File: config.mk
export PLATFORM = sky130hd
export DESIGN_NAME = dma_fifo_handshake
export DESIGN_NICKNAME = d
export VERILOG_FILES = /design/src/rtl/dma_hs_pkg.sv /design/src/rtl/dma_hs_edge.sv /design/src/rtl/dma_hs_chan.sv /design/src/rtl/dma_hs_decode.sv /design/src/rtl/dma_fifo_handshake.sv
export SDC_FILE = /design/constraint.sdc
export NUM_CORES = 1
export LEC_CHECK = 0
export BUFFER_PORTS_ARGS = -buffer_cell sky130_fd_sc_hd__buf_2
export CAP_MARGIN = 20
export CORE_AREA = 3 3 40 42
export CTS_CLUSTER_SIZE = 8
export DETAILED_ROUTE_END_ITERATION = 6
export DIE_AREA = 0 0 43 45
export SYNTH_ARGS = -nofsm -noshare
export SYNTH_HDL_FRONTEND = slang
export SYNTH_SLANG_ARGS = --single-unit
File: constraint.sdc
create_clock -name clk -period 3.6 [get_ports clk]
set_input_delay 0.54 -clock clk [delete_from_list [all_inputs] [get_ports clk]]
set_output_delay 0.54 -clock clk [all_outputs]
set_load 0.03 [all_outputs]
File: src/rtl/dma_hs_pkg.sv
package dma_hs_pkg;
  typedef enum logic {CH_RX = 1'b0, CH_TX = 1'b1} ch_kind_e;

  function automatic int unsigned lvl_width(input int unsigned depth);
    return $clog2(depth + 1);
  endfunction
endpackage

File: src/rtl/dma_hs_edge.sv
module dma_hs_edge (
  input  logic clk,
  input  logic rst,
  input  logic lvl_i,
  output logic rise_o
);
  logic lvl_q;

  always_ff @(posedge clk) begin
    if (rst) lvl_q <= 1'b0;
    else     lvl_q <= lvl_i;
  end

  assign rise_o = lvl_i & ~lvl_q;
endmodule

File: src/rtl/dma_hs_chan.sv
module dma_hs_chan
  import dma_hs_pkg::*;
#(
  parameter ch_kind_e    KIND  = CH_RX,
  parameter int unsigned DEPTH = 16,
  localparam int unsigned LW   = lvl_width(DEPTH)
) (
  input  logic          clk,
  input  logic          rst,
  input  logic [LW-1:0] level,
  input  logic          act,
  input  logic          ack_n,
  output logic          req,
  output logic          plain_start,
  output logic          xfer,
  output logic          err
);
  logic [LW-1:0] avail;
  logic          start;
  logic          acked_start;
  logic          has_room;
  logic          xfer_q;
  logic          err_q;

  // Units the DMA side can still move: stored words or free slots.
  generate
    if (KIND == CH_RX) begin : g_rx
      assign avail = (level > LW'(DEPTH)) ? LW'(DEPTH) : level;
    end else begin : g_tx
      assign avail = (level >= LW'(DEPTH)) ? '0 : LW'(DEPTH) - level;
    end
  endgenerate

  dma_hs_edge u_edge (
    .clk    (clk),
    .rst    (rst),
    .lvl_i  (act),
    .rise_o (start)
  );

  assign has_room    = (avail != '0);
  assign acked_start = start & ~ack_n;
  assign plain_start = start & ack_n;

  // Drop the request as soon as the access taking the final unit is seen.
  assign req = has_room & ~((avail == LW'(1)) & act & ~ack_n);

  always_ff @(posedge clk) begin
    if (rst) begin
      xfer_q <= 1'b0;
      err_q  <= 1'b0;
    end else begin
      xfer_q <= acked_start & has_room;
      err_q  <= err_q | (acked_start & ~has_room);
    end
  end

  assign xfer = xfer_q;
  assign err  = err_q;
endmodule

File: src/rtl/dma_hs_decode.sv
module dma_hs_decode #(
  parameter int unsigned NDIR = 2
) (
  input  logic            clk,
  input  logic            rst,
  input  logic [NDIR-1:0] go,
  input  logic            ram_sel,
  input  logic            reg_sel,
  output logic [NDIR-1:0] ram_stb,
  output logic [NDIR-1:0] reg_stb
);
  logic [NDIR-1:0] ram_q;
  logic [NDIR-1:0] reg_q;

  // One registered strobe per direction; the RAM window has priority.
  generate
    for (genvar d = 0; d < NDIR; d++) begin : g_dir
      always_ff @(posedge clk) begin
        if (rst) begin
          ram_q[d] <= 1'b0;
          reg_q[d] <= 1'b0;
        end else begin
          ram_q[d] <= go[d] & ram_sel;
          reg_q[d] <= go[d] & ~ram_sel & reg_sel;
        end
      end
    end
  endgenerate

  assign ram_stb = ram_q;
  assign reg_stb = reg_q;
endmodule

File: src/rtl/dma_fifo_handshake.sv
module dma_fifo_handshake
  import dma_hs_pkg::*;
#(
  parameter int unsigned RX_DEPTH = 16,
  parameter int unsigned TX_DEPTH = 16,
  localparam int unsigned RX_LW   = lvl_width(RX_DEPTH),
  localparam int unsigned TX_LW   = lvl_width(TX_DEPTH)
) (
  input  logic             clk,
  input  logic             rst,
  input  logic [RX_LW-1:0] rx_level,
  input  logic [TX_LW-1:0] tx_level,
  input  logic             host_rd,
  input  logic             host_wr,
  input  logic             ram_sel,
  input  logic             reg_sel,
  input  logic             rx_ack_n,
  input  logic             tx_ack_n,
  output logic             rx_req,
  output logic             tx_req,
  output logic             rx_pop,
  output logic             tx_push,
  output logic             ram_rd,
  output logic             ram_wr,
  output logic             reg_rd,
  output logic             reg_wr,
  output logic             rx_err,
  output logic             tx_err
);
  localparam int unsigned DIR_RD = 0;
  localparam int unsigned DIR_WR = 1;

  logic [1:0] plain_go;
  logic [1:0] ram_stb;
  logic [1:0] reg_stb;

  dma_hs_chan #(.KIND(CH_RX), .DEPTH(RX_DEPTH)) u_rx (
    .clk         (clk),
    .rst         (rst),
    .level       (rx_level),
    .act         (host_rd),
    .ack_n       (rx_ack_n),
    .req         (rx_req),
    .plain_start (plain_go[DIR_RD]),
    .xfer        (rx_pop),
    .err         (rx_err)
  );

  dma_hs_chan #(.KIND(CH_TX), .DEPTH(TX_DEPTH)) u_tx (
    .clk         (clk),
    .rst         (rst),
    .level       (tx_level),
    .act         (host_wr),
    .ack_n       (tx_ack_n),
    .req         (tx_req),
    .plain_start (plain_go[DIR_WR]),
    .xfer        (tx_push),
    .err         (tx_err)
  );

  dma_hs_decode #(.NDIR(2)) u_dec (
    .clk     (clk),
    .rst     (rst),
    .go      (plain_go),
    .ram_sel (ram_sel),
    .reg_sel (reg_sel),
    .ram_stb (ram_stb),
    .reg_stb (reg_stb)
  );

  assign ram_rd = ram_stb[DIR_RD];
  assign ram_wr = ram_stb[DIR_WR];
  assign reg_rd = reg_stb[DIR_RD];
  assign reg_wr = reg_stb[DIR_WR];
endmodule

* Word level (Yosys, flattened, before mapping)
Cells that the tools add are included.
** Cells by class
- Add/sub/neg operators :: 1
- Multipliers :: 0
- Divide/modulo/power cells :: 0
- $lt $le $gt $ge :: 2
- Equal/unequal tests :: 2
- Shifts and indexed selects :: 0
- Mux-type cells :: 2
- Bitwise logic cells :: 33
- Reductions and logical operators :: 2
** Operators by type and width (count)
- bitwise AND 1 bit :: 22
- == test 5 x 1 -> 1 bit, second input constant :: 2
- two-way mux 5 bit :: 2
- nonzero test 5 bit :: 2
- inverter 1 bit :: 9
- greater-or-equal comparator 5 bit, second input constant :: 1
- greater-than comparator 5 bit, second input constant :: 1
- subtractor 5 bit, first input constant :: 1
- bitwise OR 1 bit :: 2
** Word-level totals
- Register bits after elaboration :: 10
- Latch bits :: 0
- RAM bits :: 0
- Memory bits (read-only) :: 0
- Input bits :: 18
- Output and inout port bits :: 10
- Word-level logic and storage cells :: 52
- Memories :: 0

* Longest topological paths before layout
Gate-level depths: netlist (run 1).
- Word-level depth :: 7
- Depth in mapped cells :: 7
- Depth with buffers taken out :: 7

* Cells and area by module
From an unflattened synthesis (run 1), not the netlist that was laid out.
** Unflattened totals
- Cells, all modules :: 52
- Area, all modules :: 556.8 um^2
** Modules (own cells, without submodules)
- dma_hs_chan at u_tx :: instances 1, cells an instance 26, area an instance 214.0 um^2, seq. area each 40.0 um^2
- dma_hs_decode :: instances 1, cells an instance 8, area an instance 125.1 um^2, seq. area each 80.1 um^2
- dma_hs_chan at u_rx :: instances 1, cells an instance 12, area an instance 122.6 um^2, seq. area each 40.0 um^2
- dma_hs_edge :: instances 2, cells an instance 3, area an instance 47.5 um^2, seq. area each 20.0 um^2

* Worst setup path before layout (run 1)
OpenSTA, ideal clock, no wires.
- Path type :: input to output
- Start point :: input port tx_level[0]
- End point :: output port tx_req
- Data arrival time :: 2.039 ns
- Required time :: 3.060 ns
- Slack :: 1.021 ns
- Stages :: 6
- Buffers on the path :: 0
- Cells stage by stage :: inv_1 -> ha_1 -> nor3b_1 -> ha_1 -> o41ai_1 -> o21ai_0
** Between the ends
- Word-level cells in the longest chain between the ends :: 7
- Elaborated cells between the ends (all ways) :: 9
- Classes of those cells :: add/sub: 1; order compare: 1; eq/ne: 1; mux: 1; bitwise: 4; reduce/logical: 1
** Ends and longest elaborated chain
- start: declaration :: line dma_fifo_handshake.sv:12 : input logic [TX_LW-1:0] tx_level,
- subtractor 5 bit / greater-or-equal comparator 5 bit (equally long branches) :: line dma_hs_chan.sv:30 : assign avail = (level >= LW'(DEPTH)) ? '0 : LW'(DEPTH) - level;
- two-way mux 5 bit * :: line dma_hs_chan.sv:30
- == test 5 x 1 -> 1 bit :: line dma_hs_chan.sv:46 : assign req = has_room & ~((avail == LW'(1)) & act & ~ack_n);
- bitwise AND 1 bit (2 in series) :: line dma_hs_chan.sv:46
- inverter 1 bit :: line dma_hs_chan.sv:46
- bitwise AND 1 bit * :: line dma_hs_chan.sv:46
- end: declaration :: line dma_fifo_handshake.sv:20 : output logic tx_req,
Every way passes the cells marked *; elsewhere a longest branch is shown, timed or not.

* Worst setup path after layout (run 1)
Same ends and word-level chain as after synthesis.

==> summary.md, run 1 <==
| Metric | Value |
|---|---|
| Max Cap Viol | `0` |
| Die area | `1935 sq um` |
| Final Hold Vio Count | `0` |
| Io pins | `28` |
| CTS Buf Count | `3` |
| Bufs on Longest Clock Path | `2` |
| First-pass GRT wire length | `1.476 mm` |
| Buf/Inv on CP | `3` |
| Slew HR | `0.7113` |
| Drt wl/cell | `9.543 um` |
| Tcrit/Tclk final | `0.7554` |
| FMAX | `367.7 MHz` |
| Worst-margin pin slew | `0.4275 ns` |
| CP endpoint kind | `output pin` |
| Hold_ws | `0.4645 ns` |
| Die width | `43 um` |
| Root Buffer | `clkbuf_4` |
| LEAKAGE | `0.3166 nW` |
| Largest delay share family, worst path | `compound AO/OA/AOI/OAI gates` |
| Setup tns final | `0 ns` |
| Worst-Skew Late Latency | `0.26 ns` |
| Worst vdd ir | `0.0001858 V` |
| Final Util | `0.4830` |
| Worst-path cell chain | `buf_2 > inv_1 > ha_1 > nor3b_1 > ha_1 > o41ai_1 > o21ai_0 > buf_2` |
| Status | `complete, no violations` |
| RSZ-0062 raised after global routing | `no` |
| Ant diodes | `0` |
| Clock slew at reported path FFs | `0.06 ns` |
| Layout cell share with drive strength beyond 1 | `0.3924` |
| Cell Area, Synth | `430.4 sq um` |
| Critical Path Max Stage Delay | `0.48 ns` |
| Final min period | `2.719 ns` |
| Worst Path Arrival | `2.18 ns` |
| Post-CTS Repair Setup Buffers | `0` |
| Vias in the first global route | `388` |
| PD cells | `404.4 nW/um^2` |
| Setup CP Type | `input port to output pin` |
| Die extent in y | `45 um` |
| Post-cts sizing count | `0` |
| Post-Layout Cell Count | `94` |
| Hold Buf Count CTS | `0` |
| Slowest-stage cell, CP | `o41ai_1` |
| Nets@finish | `100` |
| Commonest non-fill, non-tap cell in the layout | `buf_2` |
| Sequential area share after synthesis | `0.4651` |
| HP Class | `flop to flop` |
| Gate Count Post-Synth | `48` |
| CP max FO | `4` |
| DP HPWL | `771.5 um` |
| GRT Residual Overflow | `0` |
| Tot Pwr | `0.0002509 W` |
| Initial antenna violation count | `0` |
| Htree depth | `1` |
| Initial core utilization | `0.3350` |
| Area Overhead vs Synth | `44.19%` |
| DRC viols | `0` |
| Port bufs | `27` |
| Slew Viols, Final | `0` |
| Area occupied by multi-input gates | `207.7 sq um` |
| Dpl cells | `90` |
| Synthesis warning total | `0` |
| Netlist cell types | `21` |
| Number of fill cells in the layout | `146` |
| Syn_nets | `68` |
| Clock skew | `0.003217 ns` |
| Total number of vias | `423` |
| Row Count | `13` |
| # setup viols final | `0` |
| Synthesized area per cell | `8.967 sq um` |
| Core Area | `1285 sq um` |
| CTS Sinks | `10` |
| Final WL | `897 um` |
| GRT Util Overall | `0.1103` |
| CP startpoint kind | `input port` |
| Commonest non-fill, non-tap cells in the layout | `buf_2, dfxtp_1, inv_1` |
| Sequential cell area | `200.2 sq um` |
| Drt pass-1 iters | `2` |
| Flops & latches, synth | `10` |
| Largest net degree at the start of global routing | `7` |
| Drt via density | `4.500` |
| Routed Antenna Nets | `0` |
| First DRT Iteration DRCs | `1` |
| Gpl congestion | `0.6246` |
| Critical Path RT | `3.06 ns` |
| TritonCTS clock tree | `done` |
==> worst paths after layout <==
| path | end | slack, ns | start | cells after the start |
|---|---|---|---|---|
| worst max-delay path | tx_req | 0.88 | tx_level[0] | 8 |
| worst min-delay path | u_rx.err$_SDFF_PP0_ | 0.46 | u_rx.err$_SDFF_PP0_ | 2 |
| worst max register to register | u_tx.err$_SDFF_PP0_ | 2.73 | u_tx.u_edge.lvl_q$_SDFF_PP0_ | 3 |
| worst min register to register | u_rx.err$_SDFF_PP0_ | 0.46 | u_rx.err$_SDFF_PP0_ | 2 |
==> Yosys cell counts <==
| master | number | area share |
|---|---|---|
| nor4_1 | 2 | 0.029 |
| or4_1 | 1 | 0.017 |
| nor4b_1 | 2 | 0.041 |
| nand2_1 | 3 | 0.026 |
| xnor2_1 | 2 | 0.041 |
| nand3_1 | 1 | 0.012 |
| dfxtp_1 | 10 | 0.47 |
| o21ai_0 | 2 | 0.023 |
| a21boi_0 | 1 | 0.017 |
| a31oi_1 | 1 | 0.015 |
| or2b_1 | 1 | 0.017 |
| a32o_1 | 1 | 0.023 |
| and2_1 | 1 | 0.015 |
| ha_1 | 2 | 0.058 |
| inv_1 | 6 | 0.052 |
| o41ai_1 | 1 | 0.020 |
| nor3_1 | 1 | 0.012 |
| nor2_1 | 5 | 0.044 |
| nor3b_1 | 1 | 0.017 |
| nor2b_1 | 3 | 0.044 |
| a21oi_1 | 1 | 0.012 |
==> worst min-delay path, delay by kind of cell (launching register included) <==
family           cells  cell delay (ns)
AO/OA/AOI/OAI        1             0.04
flip-flops           1             0.32
AND/OR/NAND/NOR      1             0.07
==> where the power goes <==
group          switching [W]  internal (W)   total, W
sequential        0.00000144      0.000114   0.000115
clock              0.0000362     0.0000613  0.0000975
combinational      0.0000214     0.0000166  0.0000380
==> logic make-up (layout without fill, tap and decap cells) <==
group                      count (synthesis)  after routing  synth area share
and+or+nand+nor                           21             21            0.2733
DFF                                       10             10            0.4651
AOI/OAI and AO/OA                          7              7            0.1105
buffers and inverters                      6             37           0.05232
adders and majority gates                  2              2           0.05813
xor gates and xnor gates                   2              2           0.04071
==> registers in the layout (all words and copies together), names as in the netlist <==
name,cells
u_dec.ram_stb,2
u_rx.xfer,1
u_rx.err,1
u_tx.xfer,1
u_tx.u_edge.lvl_q,1
u_rx.u_edge.lvl_q,1
u_dec.reg_stb,2
u_tx.err,1
==> per-layer routing <==
layer	up-vias	part of all wire	global-route usage
li1	231	-	-
met1	173	0.44	0.1119
met2	17	0.44	0.1647
met3	2	0.097	0.06375
met4	0	0.021	0.09036
met5	-	0	0
==> through the flow <==
stage / worst slack, ns / cell area, sq um
after global placement: 0.9138 / 584.3
after detailed placement: 0.8538 / 584.3
after CTS: 0.8494 / 620.6
final: 0.8806 / 620.6
after floorplan: 1.021 / 430.4
after global routing: 0.6840 / 620.6
==> layout make-up <==
type                    instances  share of cell area
multi-input cells              32              0.3347
flip-flops and latches         10              0.3226
repair buffers                 27              0.2177
clock buffers                   4             0.05847
inverters                       6             0.03629
well taps                      15             0.03024
(Power assumes the default switching activity.)
==> run 2, diff against run 1 <==
PLACE_DENSITY = 0.67   (was default)
clock period = 2.5 ns   (was 3.6 ns; I/O delays follow)
==> run 2 against run 1 <==
- via count is 4.7% higher
- global-route usage is 0.26 points lower
- first-iteration DRC count is 100% lower
- largest power group unchanged
- highest routed layer unchanged
==> summary.md, run 2 (synthesis gave the netlist of run 1 again) <==
| Metric | Value |
|---|---|
| Placed instance area | `591.8 sq um (was 584.3 sq um)` |
| HP Class | `input port to flop (was flop to flop)` |
| Dpl cells | `91 (was 90)` |
| Final min period | `2.270 ns` |
| Clock skew | `0.001663 ns (was 0.003217 ns)` |
| Commonest non-fill, non-tap cell in the layout | `buf_2 (unchanged)` |
| Post-Place Worst Slack | `0.1602 ns (was 0.8538 ns)` |
| FMAX | `440.6 MHz` |
| CP endpoint kind | `output pin (unchanged)` |
| Drt pass-1 iters | `1 (was 2)` |
| PD cells | `529.5 nW/um^2 (was 404.4 nW/um^2)` |
| Area Overhead vs Synth | `44.48% (was 44.19%)` |
| Worst setup path start | `tx_level[0] (unchanged)` |
| DRC viols | `0 (unchanged)` |
| Tcrit/Tclk final | `0.9079` |
| Worst-path cell chain | `buf_2 > inv_1 > ha_1 > nor3b_1 > ha_1 > o41ai_2 > o21ai_0 > buf_2 (was buf_2 > inv_1 > ha_1 > nor3b_1 > ha_1 > o41ai_1 > o21ai_0 > buf_2)` |
| DP HPWL | `803.8 um (was 771.5 um)` |
| Bufs on Longest Clock Path | `2 (unchanged)` |
| Port bufs | `27 (unchanged)` |
| Worst vdd ir | `0.0001798 V (was 0.0001858 V)` |
| Commonest non-fill, non-tap cells in the layout | `buf_2, dfxtp_1, inv_1 (unchanged)` |
| Routed Antenna Nets | `0 (unchanged)` |
| Row Count | `13 (unchanged)` |
| Post-Layout Cell Count | `94 (unchanged)` |
| Gpl congestion | `0.7751 (was 0.6246)` |
| Initial antenna violation count | `0 (unchanged)` |
| TritonCTS clock tree | `done (unchanged)` |
| PnR worst setup slack | `0.2302 ns (was 0.8806 ns)` |
| Initial core utilization | `0.3350 (unchanged)` |
| Max Cap Viol | `0 (unchanged)` |
| Design Area, Final | `621.8 sq um (was 620.6 sq um)` |
| First DRT Iteration DRCs | `0 (was 1)` |
| GRT Util Overall | `0.1077 (was 0.1103)` |
| Reg-to-reg setup timing slack | `1.64 ns (was 2.73 ns)` |
| Die extent in y | `45 um (unchanged)` |
| Worst-margin pin slew | `0.2962 ns (was 0.4275 ns)` |
| Setup CP Type | `input port to output pin (unchanged)` |
| Setup tns final | `0 ns (unchanged)` |
| Slew Viols, Final | `0 (unchanged)` |
| Slew HR | `0.8007 (was 0.7113)` |
| Layout cell share with drive strength beyond 1 | `0.4051 (was 0.3924)` |
| Drt wl/cell | `10.36 um (was 9.543 um)` |
| Final WL | `974 um (was 897 um)` |
| Htree depth | `1 (unchanged)` |
| # setup viols final | `0 (unchanged)` |
| Critical R2R Capture | `u_tx.err$_SDFF_PP0_ (unchanged)` |
| GRT Residual Overflow | `0 (unchanged)` |
| FF-to-FF path depth | `3 (unchanged)` |
| Worst-Skew Late Latency | `0.25 ns (was 0.26 ns)` |
| RSZ-0062 raised after global routing | `no (unchanged)` |
| Post-cts sizing count | `0 (unchanged)` |
| Vias in the first global route | `413 (was 388)` |
| Core Area | `1285 sq um (unchanged)` |
| Io pins | `28 (unchanged)` |
| CTS Sinks | `10 (unchanged)` |
| Clock slew at reported path FFs | `0.06 ns (about the same)` |
| Total number of vias | `443 (was 423)` |
| Nets@finish | `101 (was 100)` |
| Slowest-stage cell, CP | `o41ai_2 (was o41ai_1)` |
| Drt via density | `4.713 (was 4.500)` |
| Die width | `43 um (unchanged)` |
| Worst Path Arrival | `1.89 ns (was 2.18 ns)` |
| Final Hold Vio Count | `0 (unchanged)` |
| Critical Path RT | `2.12 ns (was 3.06 ns)` |
| Worst reg2reg path startpoint | `u_tx.u_edge.lvl_q$_SDFF_PP0_ (unchanged)` |
| Number of fill cells in the layout | `133 (was 146)` |
| Die area | `1935 sq um (unchanged)` |
| Ant diodes | `0 (unchanged)` |
| Largest net degree at the start of global routing | `6 (was 7)` |
| First-pass GRT wire length | `1.600 mm (was 1.476 mm)` |
| CP startpoint kind | `input port (unchanged)` |
| Root Buffer | `clkbuf_4 (unchanged)` |
| Status | `complete, no violations (unchanged)` |
| Hold Buf Count CTS | `0 (unchanged)` |
| CP max FO | `4 (unchanged)` |
| Final Util | `0.4839 (was 0.4830)` |
| LEAKAGE | `0.3177 nW (was 0.3166 nW)` |
| CP Capture Point | `tx_req (unchanged)` |
| CTS Buf Count | `3 (unchanged)` |
| Critical Path Max Stage Delay | `0.38 ns (was 0.48 ns)` |
| Post-CTS Repair Setup Buffers | `0 (unchanged)` |
==> run 2: changes by cell type in the layout (fill, tap and decap cells not counted), sizes merged <==
cell    before  now
buf         27   28
clkbuf       4    3
==> run 2: worst min-delay path by stage <==
| stage | startpoint | endpoint | slack, ns | cells after the start |
|---|---|---|---|---|
| floorplan | u_rx.u_edge.lvl_q$_SDFF_PP0_ | u_dec.reg_stb[0]$_SDFF_PP0_ | 0.45 | 1 |
| global placement | u_rx.err$_SDFF_PP0_ | u_rx.err$_SDFF_PP0_ | 0.45 | 2 |
| detailed placement | u_tx.err$_SDFF_PP0_ | u_tx.err$_SDFF_PP0_ | 0.46 | 1 |
| CTS | rst | u_rx.err$_SDFF_PP0_ | 0.32 | 2 |
| global route | rst | u_rx.err$_SDFF_PP0_ | 0.34 | 2 |
| finish | rst | u_rx.err$_SDFF_PP0_ | 0.32 | 2 |
==> run 2: metrics by stage <==
step	hold slack (ns)	total power (W)
after floorplan	0.4451	0.0001997
after global placement	0.4471	0.0002268
after detailed placement	0.4562	0.0002275
after CTS	0.3225	0.0003297
after global routing	0.3387	0.0003469
final	0.3196	0.0003292
==> run 2: power breakdown <==
part           switching [W]  leakage (nW)  internal [W]  total (W)
combinational      0.0000335         0.222     0.0000265  0.0000600
clock              0.0000478        0.0138     0.0000552   0.000103
sequential        0.00000190        0.0816      0.000164   0.000166
total              0.0000833         0.318      0.000246   0.000329
==> run 2: worst max-delay path, delay by kind of cell <==
kind	cells	cell delay [ns]
AO/OA/AOI/OAI	2	0.52
adder cells (fa/ha/maj)	2	0.44
buffers and inverters	3	0.37
AND/OR/NAND/NOR	1	0.20
==> run 2: final cells by class <==
type	count	area, sq um	share of cell area
multi-input cells	32	215.2	0.3461
flip-flops and latches	10	200.2	0.3219
repair buffers	28	142.6	0.2294
clock buffers	3	22.52	0.03622
inverters	6	22.52	0.03622
well taps	15	18.77	0.03018
==> run 2: per-layer routing <==
layer | part of all wire | track usage | vias up
li1 | - | - | 228
met1 | 0.44 | 0.1238 | 196
met2 | 0.47 | 0.1856 | 17
met3 | 0.084 | 0.02789 | 2
met4 | 0.0051 | 0.05422 | 0
met5 | 0 | 0 | -
